==> src/rtl/cap_pkg.sv <==
package cap_pkg;
    typedef enum logic [2:0] {
        ST_IDLE,
        ST_PREFILL,
        ST_WAIT,
        ST_DELAY,
        ST_POST,
        ST_DONE
    } cap_state_t;
endpackage

==> src/rtl/cap_cfg.sv <==
// Clamps and splits the settings, latching them when arm is seen.
module cap_cfg #(
    parameter int ADDR_W    = 11,
    parameter int MIN_FRAME = 100,
    parameter int DLY_W     = 28,
    parameter int MAX_DELAY = 200_000_000,
    parameter int HOLD_W    = 16
) (
    input  logic              clk,
    input  logic              rst_n,
    input  logic              arm,
    input  logic [ADDR_W:0]   frame_len_i,
    input  logic [6:0]        pre_pct_i,
    input  logic [DLY_W-1:0]  delay_i,
    input  logic              hold_time_i,
    input  logic [HOLD_W-1:0] hold_val_i,
    output logic [ADDR_W:0]   frame_o,
    output logic [ADDR_W:0]   pre_o,
    output logic [ADDR_W:0]   post_o,
    output logic [DLY_W-1:0]  delay_o,
    output logic              hold_time_o,
    output logic [HOLD_W-1:0] hold_val_o,
    output logic              pre_zero_c
);
    localparam int FW    = ADDR_W + 1;
    localparam int PW    = FW + 7;
    localparam int DEPTH = 1 << ADDR_W;

    logic [FW-1:0]    frame_c;
    logic [6:0]       pct_c;
    logic [PW-1:0]    prod;
    logic [FW-1:0]    pre_c;
    logic [DLY_W-1:0] delay_c;

    always_comb begin
        if (frame_len_i < FW'(MIN_FRAME))
            frame_c = FW'(MIN_FRAME);
        else if (frame_len_i > FW'(DEPTH))
            frame_c = FW'(DEPTH);
        else
            frame_c = frame_len_i;
        pct_c      = (pre_pct_i > 7'd100) ? 7'd100 : pre_pct_i;
        prod       = PW'(frame_c) * PW'(pct_c);
        pre_c      = FW'(prod / PW'(100));
        delay_c    = (delay_i > DLY_W'(MAX_DELAY)) ? DLY_W'(MAX_DELAY) : delay_i;
        pre_zero_c = (pre_c == '0);
    end

    always_ff @(posedge clk) begin
        if (!rst_n) begin
            frame_o     <= FW'(MIN_FRAME);
            pre_o       <= '0;
            post_o      <= FW'(MIN_FRAME);
            delay_o     <= '0;
            hold_time_o <= 1'b0;
            hold_val_o  <= '0;
        end else if (arm) begin
            frame_o     <= frame_c;
            pre_o       <= pre_c;
            post_o      <= frame_c - pre_c;
            delay_o     <= delay_c;
            hold_time_o <= hold_time_i;
            hold_val_o  <= hold_val_i;
        end
    end
endmodule

==> src/rtl/cap_holdoff.sv <==
// One saturating counter that serves both holdoff modes.
module cap_holdoff #(
    parameter int HOLD_W = 16
) (
    input  logic              clk,
    input  logic              rst_n,
    input  logic              arm,
    input  logic              active,
    input  logic              in_wait,
    input  logic              smp_en,
    input  logic              trig_in,
    input  logic              tick,
    input  logic              hold_time,
    input  logic [HOLD_W-1:0] hold_val,
    output logic              hold_clear
);
    logic [HOLD_W-1:0] cnt;
    logic              inc;

    always_comb begin
        inc        = hold_time ? (tick && active) : (in_wait && smp_en && trig_in);
        hold_clear = (cnt == hold_val);
    end

    always_ff @(posedge clk) begin
        if (!rst_n || arm)
            cnt <= '0;
        else if (inc && (cnt < hold_val))
            cnt <= cnt + 1'b1;
    end
endmodule

==> src/rtl/cap_seq.sv <==
// Fill sequencer: state machine, write address, sample counter, reference slot.
module cap_seq
    import cap_pkg::*;
#(
    parameter int ADDR_W = 11,
    parameter int DLY_W  = 28
) (
    input  logic              clk,
    input  logic              rst_n,
    input  logic              arm,
    input  logic              smp_en,
    input  logic              trig_in,
    input  logic              hold_clear,
    input  logic              pre_zero_c,
    input  logic [ADDR_W:0]   frame,
    input  logic [ADDR_W:0]   pre,
    input  logic [ADDR_W:0]   post,
    input  logic [DLY_W-1:0]  delay,
    output logic              wr_en,
    output logic [ADDR_W-1:0] wr_addr,
    output logic [ADDR_W-1:0] trig_addr,
    output logic              done,
    output logic              active,
    output logic              in_wait
);
    localparam int FW = ADDR_W + 1;
    localparam int CW = (DLY_W > FW) ? DLY_W : FW;

    cap_state_t        state, nxt;
    logic [CW-1:0]     cnt;
    logic [CW-1:0]     cnt_inc;
    logic              accept, ref_hit, short_post;

    // State register
    always_ff @(posedge clk) begin
        if (!rst_n) state <= ST_IDLE;
        else        state <= nxt;
    end

    // Next state and outputs
    always_comb begin
        cnt_inc    = cnt + 1'b1;
        short_post = (post <= FW'(1));
        accept     = (state == ST_WAIT) && smp_en && trig_in && hold_clear;
        ref_hit    = (accept && (delay == '0)) ||
                     ((state == ST_DELAY) && smp_en && (cnt_inc == CW'(delay)));
        active     = (state != ST_IDLE) && (state != ST_DONE);
        in_wait    = (state == ST_WAIT);
        done       = (state == ST_DONE);
        wr_en      = smp_en && active && !(ref_hit && (post == '0));
        nxt        = state;
        unique case (state)
            ST_IDLE, ST_DONE: nxt = state;
            ST_PREFILL: if (smp_en && (cnt_inc == CW'(pre))) nxt = ST_WAIT;
            ST_WAIT: begin
                if (accept) begin
                    if (delay != '0)     nxt = ST_DELAY;
                    else if (short_post) nxt = ST_DONE;
                    else                 nxt = ST_POST;
                end
            end
            ST_DELAY: if (ref_hit) nxt = short_post ? ST_DONE : ST_POST;
            ST_POST:  if (smp_en && (cnt_inc == CW'(post))) nxt = ST_DONE;
            default:  nxt = ST_IDLE;
        endcase
        if (arm) nxt = pre_zero_c ? ST_WAIT : ST_PREFILL;
    end

    // Address, sample counter and reference slot
    always_ff @(posedge clk) begin
        if (!rst_n) begin
            wr_addr   <= '0;
            cnt       <= '0;
            trig_addr <= '0;
        end else if (arm) begin
            wr_addr <= '0;
            cnt     <= '0;
        end else begin
            if (wr_en)
                wr_addr <= ({1'b0, wr_addr} == frame - 1'b1) ? '0 : wr_addr + 1'b1;
            if (ref_hit)
                trig_addr <= wr_addr;
            unique case (state)
                ST_PREFILL: if (smp_en) cnt <= cnt_inc;
                ST_WAIT:    if (accept) cnt <= (delay == '0) ? CW'(1) : '0;
                ST_DELAY:   if (smp_en) cnt <= ref_hit ? CW'(1) : cnt_inc;
                ST_POST:    if (smp_en) cnt <= cnt_inc;
                default:    cnt <= cnt;
            endcase
        end
    end
endmodule

==> src/rtl/cap_ctrl.sv <==
module cap_ctrl #(
    parameter int ADDR_W    = 11,
    parameter int MIN_FRAME = 100,
    parameter int DLY_W     = 28,
    parameter int MAX_DELAY = 200_000_000,
    parameter int HOLD_W    = 16
) (
    input  logic              clk,
    input  logic              rst_n,
    input  logic              arm,
    input  logic              smp_en,
    input  logic              trig_in,
    input  logic              tick,
    input  logic [ADDR_W:0]   frame_len,
    input  logic [6:0]        pre_pct,
    input  logic [DLY_W-1:0]  post_delay,
    input  logic              hold_by_time,
    input  logic [HOLD_W-1:0] hold_count,
    output logic              wr_en,
    output logic [ADDR_W-1:0] wr_addr,
    output logic [ADDR_W-1:0] trig_addr,
    output logic              done
);
    logic [ADDR_W:0]   frame_q, pre_q, post_q;
    logic [DLY_W-1:0]  delay_q;
    logic              hold_time_q, pre_zero_c, hold_clear, active, in_wait;
    logic [HOLD_W-1:0] hold_val_q;

    cap_cfg #(
        .ADDR_W(ADDR_W), .MIN_FRAME(MIN_FRAME), .DLY_W(DLY_W),
        .MAX_DELAY(MAX_DELAY), .HOLD_W(HOLD_W)
    ) u_cfg (
        .clk(clk), .rst_n(rst_n), .arm(arm),
        .frame_len_i(frame_len), .pre_pct_i(pre_pct), .delay_i(post_delay),
        .hold_time_i(hold_by_time), .hold_val_i(hold_count),
        .frame_o(frame_q), .pre_o(pre_q), .post_o(post_q), .delay_o(delay_q),
        .hold_time_o(hold_time_q), .hold_val_o(hold_val_q), .pre_zero_c(pre_zero_c)
    );

    cap_holdoff #(.HOLD_W(HOLD_W)) u_hold (
        .clk(clk), .rst_n(rst_n), .arm(arm), .active(active), .in_wait(in_wait),
        .smp_en(smp_en), .trig_in(trig_in), .tick(tick),
        .hold_time(hold_time_q), .hold_val(hold_val_q), .hold_clear(hold_clear)
    );

    cap_seq #(.ADDR_W(ADDR_W), .DLY_W(DLY_W)) u_seq (
        .clk(clk), .rst_n(rst_n), .arm(arm), .smp_en(smp_en), .trig_in(trig_in),
        .hold_clear(hold_clear), .pre_zero_c(pre_zero_c),
        .frame(frame_q), .pre(pre_q), .post(post_q), .delay(delay_q),
        .wr_en(wr_en), .wr_addr(wr_addr), .trig_addr(trig_addr), .done(done),
        .active(active), .in_wait(in_wait)
    );
endmodule

==> config.mk <==
export PLATFORM = sky130hd
export DESIGN_NAME = cap_ctrl
export DESIGN_NICKNAME = d
export VERILOG_FILES = /design/src/rtl/cap_pkg.sv /design/src/rtl/cap_cfg.sv /design/src/rtl/cap_holdoff.sv /design/src/rtl/cap_seq.sv /design/src/rtl/cap_ctrl.sv
export SDC_FILE = /design/constraint.sdc
export NUM_CORES = 1
export LEC_CHECK = 0
export ABC_CLOCK_PERIOD_IN_PS = 37100
export BUFFER_PORTS_ARGS = -buffer_cell sky130_fd_sc_hd__buf_4
export CAP_MARGIN = 20
export CORE_ASPECT_RATIO = 0.8
export CORE_MARGIN = 4
export CORE_UTILIZATION = 34
export DETAILED_ROUTE_END_ITERATION = 10
export PLACE_DENSITY_LB_ADDON = 0.05
export SLEW_MARGIN = 40
export SYNTH_ARGS = -nofsm -noshare
export SYNTH_HDL_FRONTEND = slang
export SYNTH_HIERARCHICAL = 1
export SYNTH_SLANG_ARGS = --single-unit
==> constraint.sdc <==
create_clock -name clk -period 37.1 [get_ports clk]
set_input_delay 3.71 -clock clk [delete_from_list [all_inputs] [get_ports clk]]
set_output_delay 3.71 -clock clk [all_outputs]
set_load 0.02 [all_outputs]
==> results of run 1 <==
layout make-up:
cell class | instances | area, sq um
fillers | 4864 | 29100
multi-input cells | 1658 | 12300
flip-flops and latches | 150 | 3000
repair buffers | 104 | 785
well taps | 620 | 776
clock buffers | 17 | 425
inverters | 96 | 360
clock inverters | 15 | 188
stage by stage:
step	hold WS (ps)	setup slack (ps)	instances	instance area, sq um
2_1_floorplan	456	20520	2009	16100
3_3_place_gp	466	18490	2626	17100
3_5_place_dp	482	18160	2626	17200
4_1_cts	492	18610	2658	17800
5_1_grt	527	17480	2660	17800
6_report	497	18520	2660	17800
layout by cell type, fill, tap and decap left out, types with 14 or more instances in the layout:
| cell type | count |
|---|---|
| clkbuf_16 | 17 |
| nand2b_1 | 29 |
| o211a_1 | 18 |
| a21o_1 | 31 |
| o21ai_0 | 66 |
| dfxtp_1 | 150 |
| nor4_1 | 34 |
| ha_1 | 68 |
| a21oi_1 | 98 |
| nor3_1 | 35 |
| mux2i_1 | 53 |
| nor2b_1 | 85 |
| and4_1 | 15 |
| xor2_1 | 46 |
| inv_1 | 94 |
| o21a_1 | 14 |
| nand3_1 | 65 |
| buf_4 | 101 |
| or3_1 | 18 |
| a31oi_1 | 23 |
| nand4_1 | 43 |
| and2_1 | 24 |
| xnor2_1 | 65 |
| fa_1 | 50 |
| and3_1 | 40 |
| nand2_1 | 162 |
| nor2_1 | 163 |
| or4_1 | 29 |
| o21ai_1 | 27 |
| o31ai_1 | 32 |
| o211ai_1 | 26 |
cells by family after synthesis:
logic type / synth area share
buffers and inverters: 0.0547
adders and majority gates: 0.116
DFF: 0.186
AOI/OAI and AO/OA: 0.251
muxes: 0.0375
xor gates and xnor gates: 0.0698
and+or+nand+nor: 0.284
worst max path at each step:
stage	startpoint	endpoint	slack, ps	depth (start not counted)
final	frame_len[9]	u_cfg/post_o[11]$_SDFFE_PN0P_	18520	59
after global routing	frame_len[9]	u_cfg/post_o[11]$_SDFFE_PN0P_	17480	60
after CTS	frame_len[9]	u_cfg/post_o[11]$_SDFFE_PN0P_	18610	59
after detailed placement	frame_len[9]	u_cfg/post_o[11]$_SDFFE_PN0P_	18160	59
after global placement	frame_len[9]	u_cfg/post_o[11]$_SDFFE_PN0P_	18490	58
after floorplan	frame_len[9]	u_cfg/post_o[11]$_SDFFE_PN0P_	20520	62
flip-flops by register name (all words and copies together), names as in the netlist:
| name | cells |
|---|---|
| u_cfg/delay_o | 28 |
| u_seq/cnt | 28 |
| u_cfg/hold_val_o | 16 |
| u_hold/cnt | 16 |
| u_cfg/frame_o | 12 |
| u_cfg/post_o | 12 |
| u_cfg/pre_o | 12 |
| u_seq/trig_addr | 11 |
| u_seq/wr_addr | 11 |
| u_seq/state | 3 |
| u_cfg/hold_time_o | 1 |
worst register-to-register path, cell delays in order (launching register included):
cell       delay (ps)
dfxtp_1           630
ha_1              330
nand3_2           430
or4_1             860
and2_0            260
a2111oi_0         470
and4b_1           270
nand4_1           140
o21ai_1           390
a21o_1            230
buf_4             250
o31ai_1           110
buf_4             180
a21oi_1           120
per-layer routing:
layer,up-vias,track usage,share of wire
met3,28,0.0491,0.076
met1,7465,0.331,0.51
met4,0,0.0333,0.0070
li1,7488,-,-
met5,-,0,0
met2,491,0.302,0.41
==> impl_results.md, run 1 <==
- Max Root-Sink Buffers: 2
- Vias per cell: 5.82
- Initial DRC Count: 1,340
- Synthesized net count: 2,197
- R2R cell count: 13
- Final min period: 18,580 ps
- Total CTS buffers: 17
- Number of H-tree levels: 4
- Worst Skew: 10.6 ps
- Synthesis-to-layout area growth: 10.4%
- Share of layout cells above drive strength 1: 0.128
- Synth top cells by count: 163 x nor2_1, 162 x nand2_1, 150 x dfxtp_1
- Main flop type after synthesis: dfxtp_1
- Setup bufs post-CTS: 0
- Post-DRT Antenna Nets: 0
- FF+latch count, synth: 150
- RSZ-0062 raised after global routing: no
- Data required, critical path: 37,440 ps
- CTS tree: built
- Status: completed
- GP Congestion: 0.929
- Starting Density: 0.344
- DRC: 0
- Post-synth cell types: 146
- Worst path top cell family by delay: compound AO/OA/AOI/OAI gates
- Most used cell, CP: a21o_1
- Clock sinks: 150
- First-pass DRT Iterations: 5
- CP Buf/Inv Count: 5
- Largest net degree at the start of global routing: 86
- Syn. warnings: 6
- Clock-pin slew on the worst setup and hold paths: 70 ps
- Post-Syn Area: 16,100 sq um
- Critical path startpoint category: input pin
- Final nets: 2,215
- Average cell area after synthesis: 8.03 sq um
- Period utilization: 0.501
- Antenna violations before repair: 0
- Post-layout util: 0.380
- GRT overflow: 0
- Register-to-register setup slack: 32,360 ps
- Port-buffer cells: 93
- Via count: 15.5k
- Hold Crit Class: reg2reg
- Io pins: 94
- Post-synth EDFFs: 0
- CP endpoint kind: flop
- Die Span X: 251 microns
- First-pass GRT wire length: 87.3 mm
- Max Cap Viol: 0
- Area of the core: 46,900 sq um
- Yosys top cell area share: 0.186
- Setup_tns: 0 ps
- Critical R2R Capture: u_seq/wr_addr[5]$_SDFFE_PP0P_
- GRT Total Usage: 0.213
- Diodes inserted: 0
- WL per Instance: 20.9 microns
- Fmax achieved: 53.8 MHz
- Slew HR: 0.382
- Hold Crit Start: u_seq/trig_addr[9]$_SDFFE_PN0P_
- Critical path data arrival time: 18,920 ps
- Slowest cell on crit path: o211ai_1
- Hold Fails Final Rpt: 0
- Cts repair resizes: 0
- DRT Wirelength: 55.5 mm
- Count of final setup violators: 0
- Syn Inst Count: 2,009
- Clk root buf: clkbuf_16
- Cell with the most instances after synthesis: nor2_1
- Hold path endpoint: u_seq/trig_addr[9]$_SDFFE_PN0P_
- Vias in the first global route: 14.6k
- DIE HEIGHT: 203 microns
- Worst-Margin Slew: 919 ps
- Top post-synthesis cells by area: dfxtp_1 19%, fa_1 6.2%, ha_1 5.3%
- Die area: 51,000 sq um
- Max-slew violation count: 0
- FP Rows: 71
- Post-synthesis async set-or-reset flop share: 0
- Crit-path max cell delay: 680 ps
- Clk_lat worst skew: 440 ps
- Post-synthesis sequential area ratio: 0.186
- Critical-path maximum fanout: 12
- Post-DP HPWL: 43.6 mm
- Hold Path Cell Cnt: 2
- Leading area contributor after synthesis: dfxtp_1
- WS Path Type: in2reg
- R2r startpoint: u_seq/cnt[0]$_SDFFE_PP0P_
- Hold Buf Count CTS: 0
Power of run 1 is left out: the tool's default activity adds up to more than one toggle a clock period on the data nets, which glitch-free logic cannot reach.
==> run 2, diff against run 1 <==
ABC_CLOCK_PERIOD_IN_PS = 15800   (was 37100)
clock period = 15.8 ns   (was 37.1 ns; I/O delays follow)
==> impl_results.md, run 2 (same netlist as run 1, synthesis figures left out) <==
- Largest net degree at the start of global routing: 86 (unchanged)
- Starting Density: 0.344 (unchanged)
- Hold Buf Count CTS: 0 (unchanged)
- WL per Instance: 20.5 microns (was 20.9 microns)
- CTS tree: built (unchanged)
- Clock sinks: 150 (unchanged)
- Data required, critical path: 16,140 ps (was 37,440 ps)
- CP endpoint kind: flop (unchanged)
- DRT Wirelength: 55.4 mm (was 55.5 mm)
- Status: completed (unchanged)
- Critical R2R Capture: u_seq/cnt[20]$_SDFFE_PP0P_ (was u_seq/wr_addr[5]$_SDFFE_PP0P_)
- Worst-Margin Slew: 923 ps (was 919 ps)
- Via count: 15.7k (was 15.5k)
- Critical path startpoint category: input pin (unchanged)
- WS Path Type: in2reg (unchanged)
- Clk_lat worst skew: 450 ps (was 440 ps)
- Hold Crit Class: reg2reg (unchanged)
- Clk root buf: clkbuf_16 (unchanged)
- Vias per cell: 5.80 (was 5.82)
- Hold Fails Final Rpt: 0 (unchanged)
- Post-layout util: 0.391 (was 0.380)
- DRC: 0 (unchanged)
- Period utilization: 0.952
- Final min period: 15,040 ps
- Register-to-register setup slack: 11,190 ps (was 32,360 ps)
- Critical-path maximum fanout: 8 (was 12)
- Post-Layout Inst Area: 18,300 sq um (was 17,800 sq um)
- R2R cell count: 11 (was 13)
- Worst Skew: 21.3 ps (was 10.6 ps)
- Area of the core: 46,900 sq um (unchanged)
- Hold Path Cell Cnt: 2 (unchanged)
- Slowest cell on crit path: fa_1 (was o211ai_1)
- GRT met3 Usage: 0.0414 (was 0.0491)
- Dpl ws: 223 ps (was 18,160 ps)
- Biggest regs: u_cfg/delay_o (28), u_seq/cnt (28) (unchanged)
- First-pass DRT Iterations: 8 (was 5)
- Post-DP HPWL: 43.6 mm (about the same)
- Hold path endpoint: u_seq/trig_addr[5]$_SDFFE_PN0P_ (was u_seq/trig_addr[9]$_SDFFE_PN0P_)
- Area after DPL: 17,500 sq um (was 17,200 sq um)
- Crit-path max cell delay: 560 ps (was 680 ps)
- Most used cell, CP: a21o_1 (unchanged)
- Critical path data arrival time: 15,380 ps (was 18,920 ps)
- Total CTS buffers: 17 (unchanged)
- GP Congestion: 0.955 (was 0.929)
- R2r startpoint: u_seq/cnt[0]$_SDFFE_PP0P_ (unchanged)
- Final nets: 2,260 (was 2,215)
- Met2 usage: 0.311 (was 0.302)
- Met1 GRT Util: 0.326 (was 0.331)
- Post-DRT Antenna Nets: 0 (unchanged)
- GRT Max-Usage Layer: met1 (unchanged)
- FP Rows: 71 (unchanged)
- Synthesis-to-layout area growth: 13.7% (was 10.4%)
- Max Cap Viol: 0 (unchanged)
- Commonest non-fill, non-tap cell in the layout: nand2_1 (was nor2_1)
- Hold Crit Start: u_seq/trig_addr[5]$_SDFFE_PN0P_ (was u_seq/trig_addr[9]$_SDFFE_PN0P_)
- Vias in the first global route: 14.8k (was 14.6k)
- First-pass GRT wire length: 87.0 mm (was 87.3 mm)
- Max Root-Sink Buffers: 2 (unchanged)
- Fin worst setup slack: 759 ps (was 18,520 ps)
- Slew HR: 0.385 (was 0.382)
- Initial DRC Count: 1,211 (was 1,340)
- GRT overflow: 0 (unchanged)
- Port-buffer cells: 93 (unchanged)
- Die Span X: 251 microns (unchanged)
- Hold Slack: 495 ps (was 497 ps)
- DIE HEIGHT: 203 microns (unchanged)
- Fmax achieved: 66.5 MHz
- Die area: 51,000 sq um (unchanged)
- Count of final setup violators: 0 (unchanged)
- Max-slew violation count: 0 (unchanged)
- Clock-pin slew on the worst setup and hold paths: 80 ps (was 70 ps)
- Antenna violations before repair: 2 (was 0)
- Commonest non-fill, non-tap cells in the layout: 161 x nand2_1, 160 x nor2_1, 150 x dfxtp_1, 148 x buf_4, 97 x a21oi_1 (was 163 x nor2_1, 162 x nand2_1, 150 x dfxtp_1, 101 x buf_4, 98 x a21oi_1)
- Io pins: 94 (unchanged)
- Number of H-tree levels: 4 (unchanged)
- GRT Total Usage: 0.212 (was 0.213)
- Share of layout cells above drive strength 1: 0.159 (was 0.128)
run 2: cell types whose count changed in the layout (fill, tap and decap cells not counted), sizes merged:
cell and delta:
buf +47, bufinv -2, clkbuf -2, clkinv +7, clkinvlp -2, diode +1
inv -3
run 2: worst max path at each step:
stage               slack [ps]          from                            end
finish                     760  frame_len[9]  u_cfg/post_o[11]$_SDFFE_PN0P_
global route               -30  frame_len[9]  u_cfg/post_o[11]$_SDFFE_PN0P_
CTS                        660  frame_len[9]  u_cfg/post_o[11]$_SDFFE_PN0P_
detailed placement         220  frame_len[9]  u_cfg/post_o[11]$_SDFFE_PN0P_
global placement           190  frame_len[9]  u_cfg/post_o[11]$_SDFFE_PN0P_
floorplan                 1350  frame_len[9]  u_cfg/post_o[11]$_SDFFE_PN0P_
run 2: timing repair:
action	4_1_cts	5_1_grt
buffers inserted	0	6
resized for setup	0	32
hold endpoints to repair	0	0
setup endpoints to repair	0	5
run 2: routing by layer:
metal,wire length [microns],vias up
met5,13,-
met4,563,2
met3,3920,48
met2,23100,532
met1,27800,7529
li1,-,7594
run 2: worst max-delay path: cells and delay by family:
| family | cells | cell delay, ps |
|---|---|---|
| AO/OA/AOI/OAI | 27 | 6630 |
| adder cells (fa/ha/maj) | 6 | 2750 |
| AND/OR/NAND/NOR | 18 | 3450 |
| XOR/XNOR | 1 | 130 |
| buffers and inverters | 8 | 840 |
run 2: area by class of cell:
class,count,area (sq um)
antenna,1,2.50
clock buffer,17,425
timing repair buffer,149,1130
tap,620,776
sequential,150,3000
inverter,96,360
fill,4819,28600
multi-input combinational,1658,12500
clock inverter,15,179
run 2: metrics by stage:
step,setup TNS (ps),cells
after global routing,-28.2,2705
after global placement,0,2667
after floorplan,0,2009
after detailed placement,0,2667
final,0,2706
after CTS,0,2699
Power of run 2 is left out for the same reason.
==> run 3, diff against run 2 <==
CORE_MARGIN = default   (was 4)
SYNTH_HIERARCHICAL = default   (was 1)
==> impl_results.md, run 3 <==
- Status: completed (unchanged)
- Cell with the most instances after synthesis: nor2_1 (unchanged)
- CP endpoint kind: flop (unchanged)
- Main flop type after synthesis: dfxtp_1 (unchanged)
- Worst-Margin Slew: 863 ps (was 923 ps)
- CTS tree: built (unchanged)
- Worst path top cell family by delay: compound AO/OA/AOI/OAI gates (unchanged)
- Slew HR: 0.424 (was 0.385)
- Worst Skew: 9.63 ps (was 21.3 ps)
- Initial DRC Count: 932 (was 1,211)
- Count of final setup violators: 0 (unchanged)
- WL per Instance: 17.9 microns (was 20.5 microns)
- Post-Syn Area: 14,000 sq um (was 16,100 sq um)
- Largest net degree at the start of global routing: 62 (was 86)
- DRT Wirelength: 44.3 mm (was 55.4 mm)
- Post-synthesis sequential area ratio: 0.214 (was 0.186)
- Die Span X: 229 microns (was 251 microns)
- Commonest non-fill, non-tap cells in the layout: 236 x nor2_1, 207 x buf_4, 150 x dfxtp_1, 122 x nand2_1, 101 x a21oi_1 (was 161 x nand2_1, 160 x nor2_1, 150 x dfxtp_1, 148 x buf_4, 97 x a21oi_1)
- Post-DP HPWL: 34.3 mm (was 43.6 mm)
- Synthesized net count: 1,954 (was 2,197)
- Biggest regs: u_cfg.delay_o (28), u_seq.cnt (28) (was u_cfg/delay_o (28), u_seq/cnt (28))
- Yosys top cell area share: 0.214 (was 0.186)
- Leading area contributor after synthesis: dfxtp_1 (unchanged)
- Post-layout util: 0.417 (was 0.391)
- WS Path Type: in2reg (unchanged)
- Number of H-tree levels: 4 (unchanged)
- Io pins: 94 (unchanged)
- Area of the core: 40,700 sq um (was 46,900 sq um)
- Post-synth cell types: 110 (was 146)
- Slowest cell on crit path: fa_1 (unchanged)
- Synthesis-to-layout area growth: 20.9% (was 13.7%)
- Setup_tns: 0 ps (unchanged)
- Synth top cells by count: 243 x nor2_1, 150 x dfxtp_1, 124 x nand2_1 (was 163 x nor2_1, 162 x nand2_1, 150 x dfxtp_1)
- Crit-path max cell delay: 560 ps (about the same)
- GRT overflow: 0 (unchanged)
- Vias per cell: 5.43 (was 5.80)
- Syn Inst Count: 1,766 (was 2,009)
- Hold Crit Class: reg2reg (unchanged)
- Critical path data arrival time: 15,490 ps (was 15,380 ps)
- Share of layout cells above drive strength 1: 0.198 (was 0.159)
- Post-synth EDFFs: 0 (unchanged)
- Clock sinks: 150 (unchanged)
- First-pass GRT wire length: 70.1 mm (was 87.0 mm)
- Syn. warnings: 0 (was 6)
- Average cell area after synthesis: 7.95 sq um (was 8.03 sq um)
- FF+latch count, synth: 150 (unchanged)
- Clk root buf: clkbuf_16 (unchanged)
- Via count: 13.4k (was 15.7k)
- Critical path startpoint category: input pin (unchanged)
- GP Congestion: 0.897 (was 0.955)
- GRT Total Usage: 0.208 (was 0.212)
- Vias in the first global route: 12.6k (was 14.8k)
- Top post-synthesis cells by area: dfxtp_1 21%, fa_1 7.1%, nor2_1 6.5% (was dfxtp_1 19%, fa_1 6.2%, ha_1 5.3%)
- Total CTS buffers: 17 (unchanged)
- Final min period: 15,170 ps (was 15,040 ps)
- Starting Density: 0.345 (was 0.344)
- CP Buf/Inv Count: 7 (was 8)
- Commonest non-fill, non-tap cell in the layout: nor2_1 (was nand2_1)
- Die area: 42,100 sq um (was 51,000 sq um)
- Port-buffer cells: 93 (unchanged)
- DRC: 0 (unchanged)
- Post-synthesis async set-or-reset flop share: 0 (unchanged)
- Max Root-Sink Buffers: 2 (unchanged)
- Diodes inserted: 0 (was 1)
- Clock-pin slew on the worst setup and hold paths: 60 ps (was 80 ps)
- Data required, critical path: 16,110 ps (was 16,140 ps)
- Critical-path maximum fanout: 10 (was 8)
- FP Rows: 66 (was 71)
- First-pass DRT Iterations: 5 (was 8)
- Final nets: 2,102 (was 2,260)
- Period utilization: 0.960 (was 0.952)
- Most used cell, CP: a21o_1 (unchanged)
- DIE HEIGHT: 184 microns (was 203 microns)
- Hold Buf Count CTS: 0 (unchanged)
- Max Cap Viol: 0 (unchanged)
- Fmax achieved: 65.9 MHz (was 66.5 MHz)
- Antenna violations before repair: 0 (was 2)
- Hold Fails Final Rpt: 0 (unchanged)
- Post-DRT Antenna Nets: 0 (unchanged)
- Max-slew violation count: 0 (unchanged)
- Clk_lat worst skew: 450 ps (about the same)
-- run 3: cell types whose count changed in the layout (fill, tap and decap cells not counted), sizes merged, moves of 16 or more --
cell | previous run | this run
a31oi | 26 | 8
buf | 149 | 208
nand2 | 166 | 124
nand3 | 68 | 51
nand4 | 49 | 31
nor2 | 166 | 244
nor2b | 85 | 13
o211a | 19 | 2
o211ai | 30 | 14
o31ai | 35 | 5
or4 | 29 | 2
xor2 | 48 | 77
-- run 3: cell families after synthesis --
| logic type | after synthesis | synth area share |
|---|---|---|
| muxes | 58 | 0.0424 |
| DFF | 150 | 0.214 |
| AOI/OAI and AO/OA | 449 | 0.232 |
| and+or+nand+nor | 664 | 0.231 |
| buffers and inverters | 166 | 0.0471 |
| xor gates and xnor gates | 159 | 0.101 |
| adders and majority gates | 120 | 0.133 |
-- run 3: through the flow --
step | instances | hold WS, ps | area [sq um] | setup slack (ps)
global route | 2471 | 508 | 17000 | -47.2
floorplan | 1766 | 459 | 14000 | 755
detailed placement | 2429 | 487 | 15900 | -57.3
CTS | 2461 | 501 | 16500 | 332
finish | 2471 | 493 | 17000 | 626
global placement | 2429 | 477 | 15900 | -124
-- run 3: cell type report --
type | instances | area (sq um)
fill | 4170 | 23700
sequential | 150 | 3000
clock inverter | 15 | 170
timing repair buffer | 208 | 1570
clock buffer | 17 | 425
inverter | 87 | 327
tap | 544 | 681
multi-input combinational | 1450 | 10800
-- run 3: final timing paths --
kind	start	endpoint	slack, ps	cells after the start
min reg2reg	u_cfg.pre_o[0]$_SDFFE_PN0P_	u_cfg.pre_o[0]$_SDFFE_PN0P_	490	2
max reg2reg	u_seq.cnt[0]$_SDFFE_PP0P_	u_seq.state[1]$_SDFFE_PN0P_	9570	23
max	frame_len[9]	u_cfg.post_o[11]$_SDFFE_PN0P_	630	63
min	u_cfg.pre_o[0]$_SDFFE_PN0P_	u_cfg.pre_o[0]$_SDFFE_PN0P_	490	2
-- run 3: per-layer routing --
metal,vias up,GRT usage,part of all wire
li1,6634,-,-
met1,6455,0.327,0.54
met2,311,0.296,0.41
met3,29,0.0316,0.039
met4,0,0.0317,0.0070
met5,-,0,0
-- run 3: what timing repair did --
action | 4_1_cts | 5_1_grt
endpoints found under the hold margin | 0 | 0
gates resized for setup | 0 | 80
endpoints found under the setup margin | 0 | 4
setup buffers | 0 | 10
-- run 3: worst min-delay path: stages (launching register included) --
cell	delay, ps
dfxtp_1	320
nand2_1	60
a21oi_1	60
Power of run 3 is left out for the same reason.
